**src/rtl/alarm_cmp_pkg.sv**
```systemverilog
package alarm_cmp_pkg;
    localparam int WORD_W   = 32;
    localparam int EN_BIT   = 8;
    localparam int IE_BIT   = 12;
    localparam int FLAG_BIT = 8;
    localparam int NUM_TF   = 3;   // seconds, minutes, hours+PM
    localparam int TF_W     = 7;
    localparam int DAY_SEL  = 30;
    localparam int DAY_MSK  = 31;

    typedef enum logic [1:0] {
        SEL_CTRL = 2'd0,
        SEL_STAT = 2'd1,
        SEL_WORD = 2'd2,
        SEL_NONE = 2'd3
    } reg_sel_e;

    typedef struct packed {
        logic [6:0] sec;
        logic [6:0] min;
        logic [5:0] hour;
        logic       pm;
        logic [5:0] date;
        logic [2:0] wday;
    } cal_t;

    typedef struct packed {
        logic              en;
        logic              ie;
        logic              flag;
        logic [WORD_W-1:0] word;
    } alm_state_t;
endpackage

```
**src/rtl/alarm_field_match.sv**
```systemverilog
module alarm_field_match
    import alarm_cmp_pkg::*;
(
    input  cal_t              cal_i,
    input  logic [WORD_W-1:0] word_i,
    output logic              hit_o
);
    localparam int FIELD_STRIDE = 8;

    logic [NUM_TF-1:0][TF_W-1:0] cur_f;
    logic [NUM_TF-1:0]           tf_hit;
    logic                        day_hit;

    assign cur_f[0] = cal_i.sec;
    assign cur_f[1] = cal_i.min;
    assign cur_f[2] = {cal_i.pm, cal_i.hour};

    for (genvar g = 0; g < NUM_TF; g++) begin : g_tf
        localparam int LO = g * FIELD_STRIDE;
        assign tf_hit[g] = word_i[LO + TF_W] || (word_i[LO +: TF_W] == cur_f[g]);
    end

    always_comb begin
        if (word_i[DAY_MSK]) begin
            day_hit = 1'b1;
        end else if (word_i[DAY_SEL]) begin
            day_hit = (word_i[27:24] == {1'b0, cal_i.wday});
        end else begin
            day_hit = (word_i[29:24] == cal_i.date);
        end
    end

    assign hit_o = (&tf_hit) && day_hit;
endmodule

```
**src/rtl/alarm_wr_gate.sv**
```systemverilog
module alarm_wr_gate #(
    parameter int WAIT_CYC = 2
) (
    input  logic clk_i,
    input  logic rst_ni,
    input  logic en_next_i,
    output logic wr_ok_o
);
    localparam int CNT_W = $clog2(WAIT_CYC + 1);
    localparam logic [CNT_W-1:0] CNT_MAX = CNT_W'(WAIT_CYC);

    logic [CNT_W-1:0] cnt_d, cnt_q;

    always_comb begin
        if (en_next_i) begin
            cnt_d = '0;
        end else if (cnt_q == CNT_MAX) begin
            cnt_d = cnt_q;
        end else begin
            cnt_d = cnt_q + 1'b1;
        end
    end

    always_ff @(posedge clk_i or negedge rst_ni) begin
        if (!rst_ni) begin
            cnt_q <= '0;
        end else begin
            cnt_q <= cnt_d;
        end
    end

    assign wr_ok_o = (cnt_q == CNT_MAX);
endmodule

```
**src/rtl/alarm_cmp.sv**
```systemverilog
module alarm_cmp
    import alarm_cmp_pkg::*;
#(
    parameter int WAIT_CYC = 2
) (
    input  logic              clk_i,
    input  logic              rst_ni,
    input  logic              tick_i,
    input  logic [6:0]        cur_sec_i,
    input  logic [6:0]        cur_min_i,
    input  logic [5:0]        cur_hour_i,
    input  logic              cur_pm_i,
    input  logic [5:0]        cur_date_i,
    input  logic [2:0]        cur_wday_i,
    input  logic              wr_en_i,
    input  logic [1:0]        wr_sel_i,
    input  logic [WORD_W-1:0] wr_data_i,
    output logic              flag_o,
    output logic              irq_o,
    output logic              wr_ok_o,
    output logic [WORD_W-1:0] word_o
);
    alm_state_t st_d, st_q;
    cal_t       cal;
    logic       hit;
    logic       alm_en;
    reg_sel_e   sel;

    assign cal = '{sec: cur_sec_i, min: cur_min_i, hour: cur_hour_i,
                   pm: cur_pm_i, date: cur_date_i, wday: cur_wday_i};
    assign sel = reg_sel_e'(wr_sel_i);

    alarm_field_match u_match (
        .cal_i  (cal),
        .word_i (st_q.word),
        .hit_o  (hit)
    );

    alarm_wr_gate #(.WAIT_CYC(WAIT_CYC)) u_gate (
        .clk_i     (clk_i),
        .rst_ni    (rst_ni),
        .en_next_i (st_d.en),
        .wr_ok_o   (wr_ok_o)
    );

    always_comb begin
        st_d = st_q;
        if (wr_en_i) begin
            unique case (sel)
                SEL_CTRL: begin
                    st_d.en = wr_data_i[EN_BIT];
                    st_d.ie = wr_data_i[IE_BIT];
                end
                SEL_STAT: begin
                    if (!wr_data_i[FLAG_BIT]) st_d.flag = 1'b0;
                end
                SEL_WORD: begin
                    if (wr_ok_o) st_d.word = wr_data_i;
                end
                default: ;
            endcase
        end
        // a fresh event outranks a clear in the same cycle
        if (tick_i && st_q.en && hit) st_d.flag = 1'b1;
    end

    always_ff @(posedge clk_i or negedge rst_ni) begin
        if (!rst_ni) begin
            st_q <= '0;
        end else begin
            st_q <= st_d;
        end
    end

    assign alm_en = st_q.en;
    assign flag_o = st_q.flag;
    assign irq_o  = st_q.flag && st_q.ie;
    assign word_o = st_q.word;
endmodule

```
**config.mk**
```make
export PLATFORM = sky130hd
export DESIGN_NAME = alarm_cmp
export DESIGN_NICKNAME = d
export VERILOG_FILES = /design/src/rtl/alarm_cmp_pkg.sv /design/src/rtl/alarm_field_match.sv /design/src/rtl/alarm_wr_gate.sv /design/src/rtl/alarm_cmp.sv
export SDC_FILE = /design/constraint.sdc
export NUM_CORES = 1
export LEC_CHECK = 0
export BUFFER_PORTS_ARGS = -buffer_cell sky130_fd_sc_hd__clkbuf_2
export CAP_MARGIN = 10
export CORE_MARGIN = 2
export CORE_UTILIZATION = 40
export CTS_CLUSTER_SIZE = 16
export DETAILED_ROUTE_END_ITERATION = 12
export GPL_ROUTABILITY_DRIVEN = 0
export MAX_ROUTING_LAYER = met4
export PLACE_DENSITY = 0.74
export SYNTH_ARGS = -nofsm -noshare
export SYNTH_HDL_FRONTEND = slang
export SYNTH_SLANG_ARGS = --single-unit
```
**constraint.sdc**
```tcl
create_clock -name clk_i -period 2.64 [get_ports clk_i]
set_input_delay 0.264 -clock clk_i [delete_from_list [all_inputs] [get_ports clk_i]]
set_output_delay 0.264 -clock clk_i [all_outputs]
set_load 0.1 [all_outputs]
```
* Yosys cells after proc, flatten, opt, wreduce, memory -nomap -nowiden *
Cells that the tools add are included.

cells by class
  add/subtract/negate cells = 1
  eq/ne operators = 10
  reductions and logical operators = 14
  mux-type cells = 11

operators with widths
  cell                 number
  $mux 32              2
  $mux 35              1
  $eq 7x7->1           3
  $reduce_and 3->1     3
  $eq 6x6->1           1
  $mux 2               3
  $mux 1               5
  $eq 2x2->1 const B   2
  $eq 4x3->1           1
  $logic_and 1x1->1    4
  $ne 2x1->1 const B   2
  $reduce_bool 2->1    2
  $logic_or 1x1->1     3
  $add 2x1->2 const B  1
  $eq 2x1->1 const B   1
  $logic_not 2->1      1
  $reduce_and 2->1     1

storage, ports and cells
  output and inout port bits = 35
  logic and storage cells = 41
  bits in registers = 37
  input port bits = 68

* Longest topological paths before layout *
  depth after elaboration = 7
  mapped depth = 5
  gate-level depth less buffers = 5

* Modules after synthesis *
From an unflattened synthesis, not the netlist that was laid out.

unflattened totals
  cell total of the unflattened synthesis = 160
  area, all modules = 2153.3 um^2

modules (own cells, without submodules)
  module             cells an instance  area an instance (um^2)  times used
  alarm_cmp          109                1704.1                   1
  alarm_field_match  42                 351.6                    1
  alarm_wr_gate      9                  97.6                     1

* Least setup slack after synthesis *
No wires, ideal clock.

  path kind = register to register
  start point = register u_gate.cnt_q[0]
  end point = register st_q (netlist bit word_o[24])
  stages on the path, launching flop included = 6
  arrival = 2.138 ns
  data required time = 2.512 ns
  buffers on the path = 1
  path slack = 0.375 ns
  library setup time = 0.128 ns
  path through = dfrtp_1 -> inv_1 -> ha_1 -> nand4b_1 -> buf_2 -> mux2_1

between the ends
  word-level cells in the longest chain between the ends = 2

RTL lines
  element                            line                 source
  start: declaration                 alarm_wr_gate.sv:12  logic [CNT_W-1:0] cnt_d, cnt_q;
  start signal: assignment           alarm_wr_gate.sv:28  cnt_q <= cnt_d;
  $eq 2x2->1                         alarm_wr_gate.sv:32  assign wr_ok_o = (cnt_q == CNT_MAX);
  net wr_ok_o                        alarm_cmp.sv:20      output logic wr_ok_o,
  $reduce_and 3->1 (no source line)  --
  end signal: assignment             alarm_cmp.sv:71      st_q <= st_d;
  end: declaration                   alarm_cmp.sv:23      alm_state_t st_d, st_q;

The timed path passes the listed nets, and every way through them passes these cells.
A chain may end at the register's enable or synchronous reset.

* Final worst setup path *
  start point = register u_gate.cnt_q[0]
  end point = output wr_ok_o

between the ends
  word-level cells in the longest chain between the ends = 1

RTL lines
  element           line
  $eq 2x2->1        alarm_wr_gate.sv:32
  end: declaration  alarm_cmp.sv:20

No other way between the ends.

==> run_results.csv <==
group,metric,value,unit
outcome,outcome,"completed",
setup_path,crit_type,"reg -> out",
synthesis,ys_seq_area_share,46.2,%
floorplan,rows,25,
global_routing,grt_pass1_vias,1335,
floorplan,start_util,41.9,%
synthesis,yosysMostFrequentCell,"dfrtp_1",
clock_tree,clock_latency,0.28,ns
finish,layout-drive-gt1-share,60.0,%
detailed_routing,wire_per_inst,13.4,microns
place,hpwl,3230,microns
sta,finalMaxSlewViolations,0,
floorplan,coreArea,4790,sq um
synthesis,synth-async-reset-ratio,100,%
floorplan,die_w,74.8,microns
clock_tree,htreeDepth,2,
setup_path,max_stage_delay,0.50,ns
setup_path,crit_chain,"inv_1 -> ha_1 -> clkbuf_2",
detailed_routing,vias_per_cell,4.55,
global_routing,gr-usage-all-layers,16.1,%
setup_path,worstPathArrival,1.50,ns
synthesis,syn_area_per_cell,12.6,sq um
synthesis,synth_top_cell_by_area,"dfrtp_1",
detailed_routing,routed_wirelength,4050,microns
synthesis,netlist_area,2010,sq um
synthesis,synth-edff-count,0,
finish,nFillCells,430,
sta,max_freq,0.568,GHz
setup_path,path_buf_inv,2,
finish,seq_area,926,sq um
setup_path,reg2reg_slack,0.90,ns
synthesis,synth_nets,228,
floorplan,die_height,74.8,microns
detailed_routing,drt_pass1_iterations,4,
detailed_routing,drt_iter0_drc,35,
sta,finalCritPeriodShare,66.7,%
finish,layout.nets,304,
clock_tree,cts_tree,"yes",
clock_tree,postCtsSetupRepairBufs,0,
sta,hold_violations,0,
sta,slew_headroom,36.6,%
clock_tree,cts_resized,0,
global_routing,grt_max_degree,38,
sta,tightest_slew,0.951,ns
flow_run,drv_cap,0,
synthesis,synth-main-ff-cell,"dfrtp_1",
clock_tree,numCtsBuffers,5,
sta,setup_viol,0,
clock_tree,cts_buffer_depth,2,
min_path,min_path_type,"in -> async",
place,dpl_cell_area,2360,sq um
detailed_routing,drt.antenna.violating_nets,0,
clock_tree,clkTransAtPathRegs,0.07,ns
setup_path,critPathSlowestCell,"clkbuf_2",
setup_path,start_kind,"flop",
clock_tree,numClockSinks,37,
synthesis,postSynthCellCount,159,
synthesis,ys.warnings.count,0,
setup_path,cp.required,2.38,ns
finish,fin_area,2450,sq um
sta,hold_ws,0.114,ns
setup_path,worstPathMaxFanout,5,
synthesis,yosys-top-cells-area,"dfrtp_1 (46%), mux2_2 (16%), buf_4 (12%)",
global_routing,overflow,0,
detailed_routing,num_vias,1375,
setup_path,endpoint_kind,"output pin",
finish,syn_to_final_growth,22.0,%
clock_tree,ctsHoldBuffers,0,
sta,final.setup.tns,0,ns
global_routing,grt_pass1_wl,6400,microns
place,port_buffers,102,
sta,fin_skew,0.00439,ns
synthesis,synthTopCellsByCount,"dfrtp_1 (37), buf_4 (32), mux2_2 (28)",
finish,multi_input_area,821,sq um
synthesis,synth_top_area_share,46.2,%
global_routing,antenna_found_initial,0,
sta,period_needed,1.76,ns
clock_tree,cts_root_buf,"clkbuf_8",
setup_path,cp_top_family,"buffers and inverters",
synthesis,synth-seq-cells,37,
sta,rsz0062_at_grt,"false",
detailed_routing,drcViolationCount,0,
synthesis,synthDistinctLibCells,22,
floorplan,ios,103,
finish,antennaDiodeCount,0,
floorplan,die_area,5600,sq um
kinds of logic (layout without fill, tap and decap cells):
| logic type | after synthesis | in the layout | synth area share [%] |
|---|---|---|---|
| xor gates and xnor gates | 31 | 31 | 13.5 |
| muxes | 34 | 34 | 19.1 |
| buffers and inverters | 36 | 112 | 12.9 |
| AOI/OAI and AO/OA | 7 | 7 | 3.18 |
| and+or+nand+nor | 13 | 13 | 4.49 |
| DFF | 37 | 37 | 46.2 |
| adders and majority gates | 1 | 1 | 0.624 |
registers in the layout, summed over array words and instances (netlist names):
register and count:
alm_en 1, u_gate.cnt_q 2, flag_o 1, word_o 32
st_q 1
stage by stage:
step                      setup slack, ns  util (%)  std cells
final                               0.878      51.1        302
after global routing                0.726      51.1        302
after CTS                           0.840      51.1        302
after detailed placement            0.838      49.3        295
after global placement              0.942      49.3        295
after floorplan                     0.375         -        159
final timing paths:
check                      cells past startpoint       startpoint    endpoint
min reg2reg                                    1         st_q[33]    st_q[33]
min in group clk_i                             2    wr_data_i[11]  word_o[11]
max in group asynchronous                      1           rst_ni  word_o[27]
max                                            3  u_gate.cnt_q[0]     wr_ok_o
min                                            1           rst_ni   word_o[8]
max reg2reg                                    5       word_o[27]      flag_o
layout by cell type, fill, tap and decap left out:
master,n
clkbuf_2,102
dfrtp_1,37
mux2_2,28
xor2_1,17
xnor2_1,14
mux2_1,6
clkbuf_8,6
nor4_1,3
a41oi_1,3
nor2_1,3
nor3b_1,2
buf_4,2
and2_1,1
a31oi_1,1
nand4_1,1
nor4_2,1
a2111oi_2,1
or4bb_1,1
a32o_2,1
nand4b_1,1
a21oi_1,1
inv_1,1
ha_1,1
clkbuf_1,1
metal layers:
layer | wire (microns) | GRT usage, % | up-vias
li1 | - | - | 666
met1 | 1740 | 20.7 | 637
met2 | 1970 | 24.5 | 67
met3 | 307 | 4.95 | 5
met4 | 33 | 4.76 | 0
met5 | 0 | - | -
cell type report:
cell class | instances | share of cell area [%]
inverters | 1 | 0.153
flip-flops and latches | 37 | 37.9
clock buffers | 7 | 3.53
well taps | 67 | 3.43
multi-input cells | 86 | 33.6
repair buffers | 104 | 21.5
worst reg2reg max path: stages, from the launching register on:
cell	delay [ns]
dfrtp_1	0.43
xor2_1	0.16
nor4_1	0.32
nand4_1	0.19
a2111oi_2	0.39
a32o_2	0.21
Power is left out: the tool's default activity adds up to more than one toggle a clock period on the data nets, which glitch-free logic cannot reach.
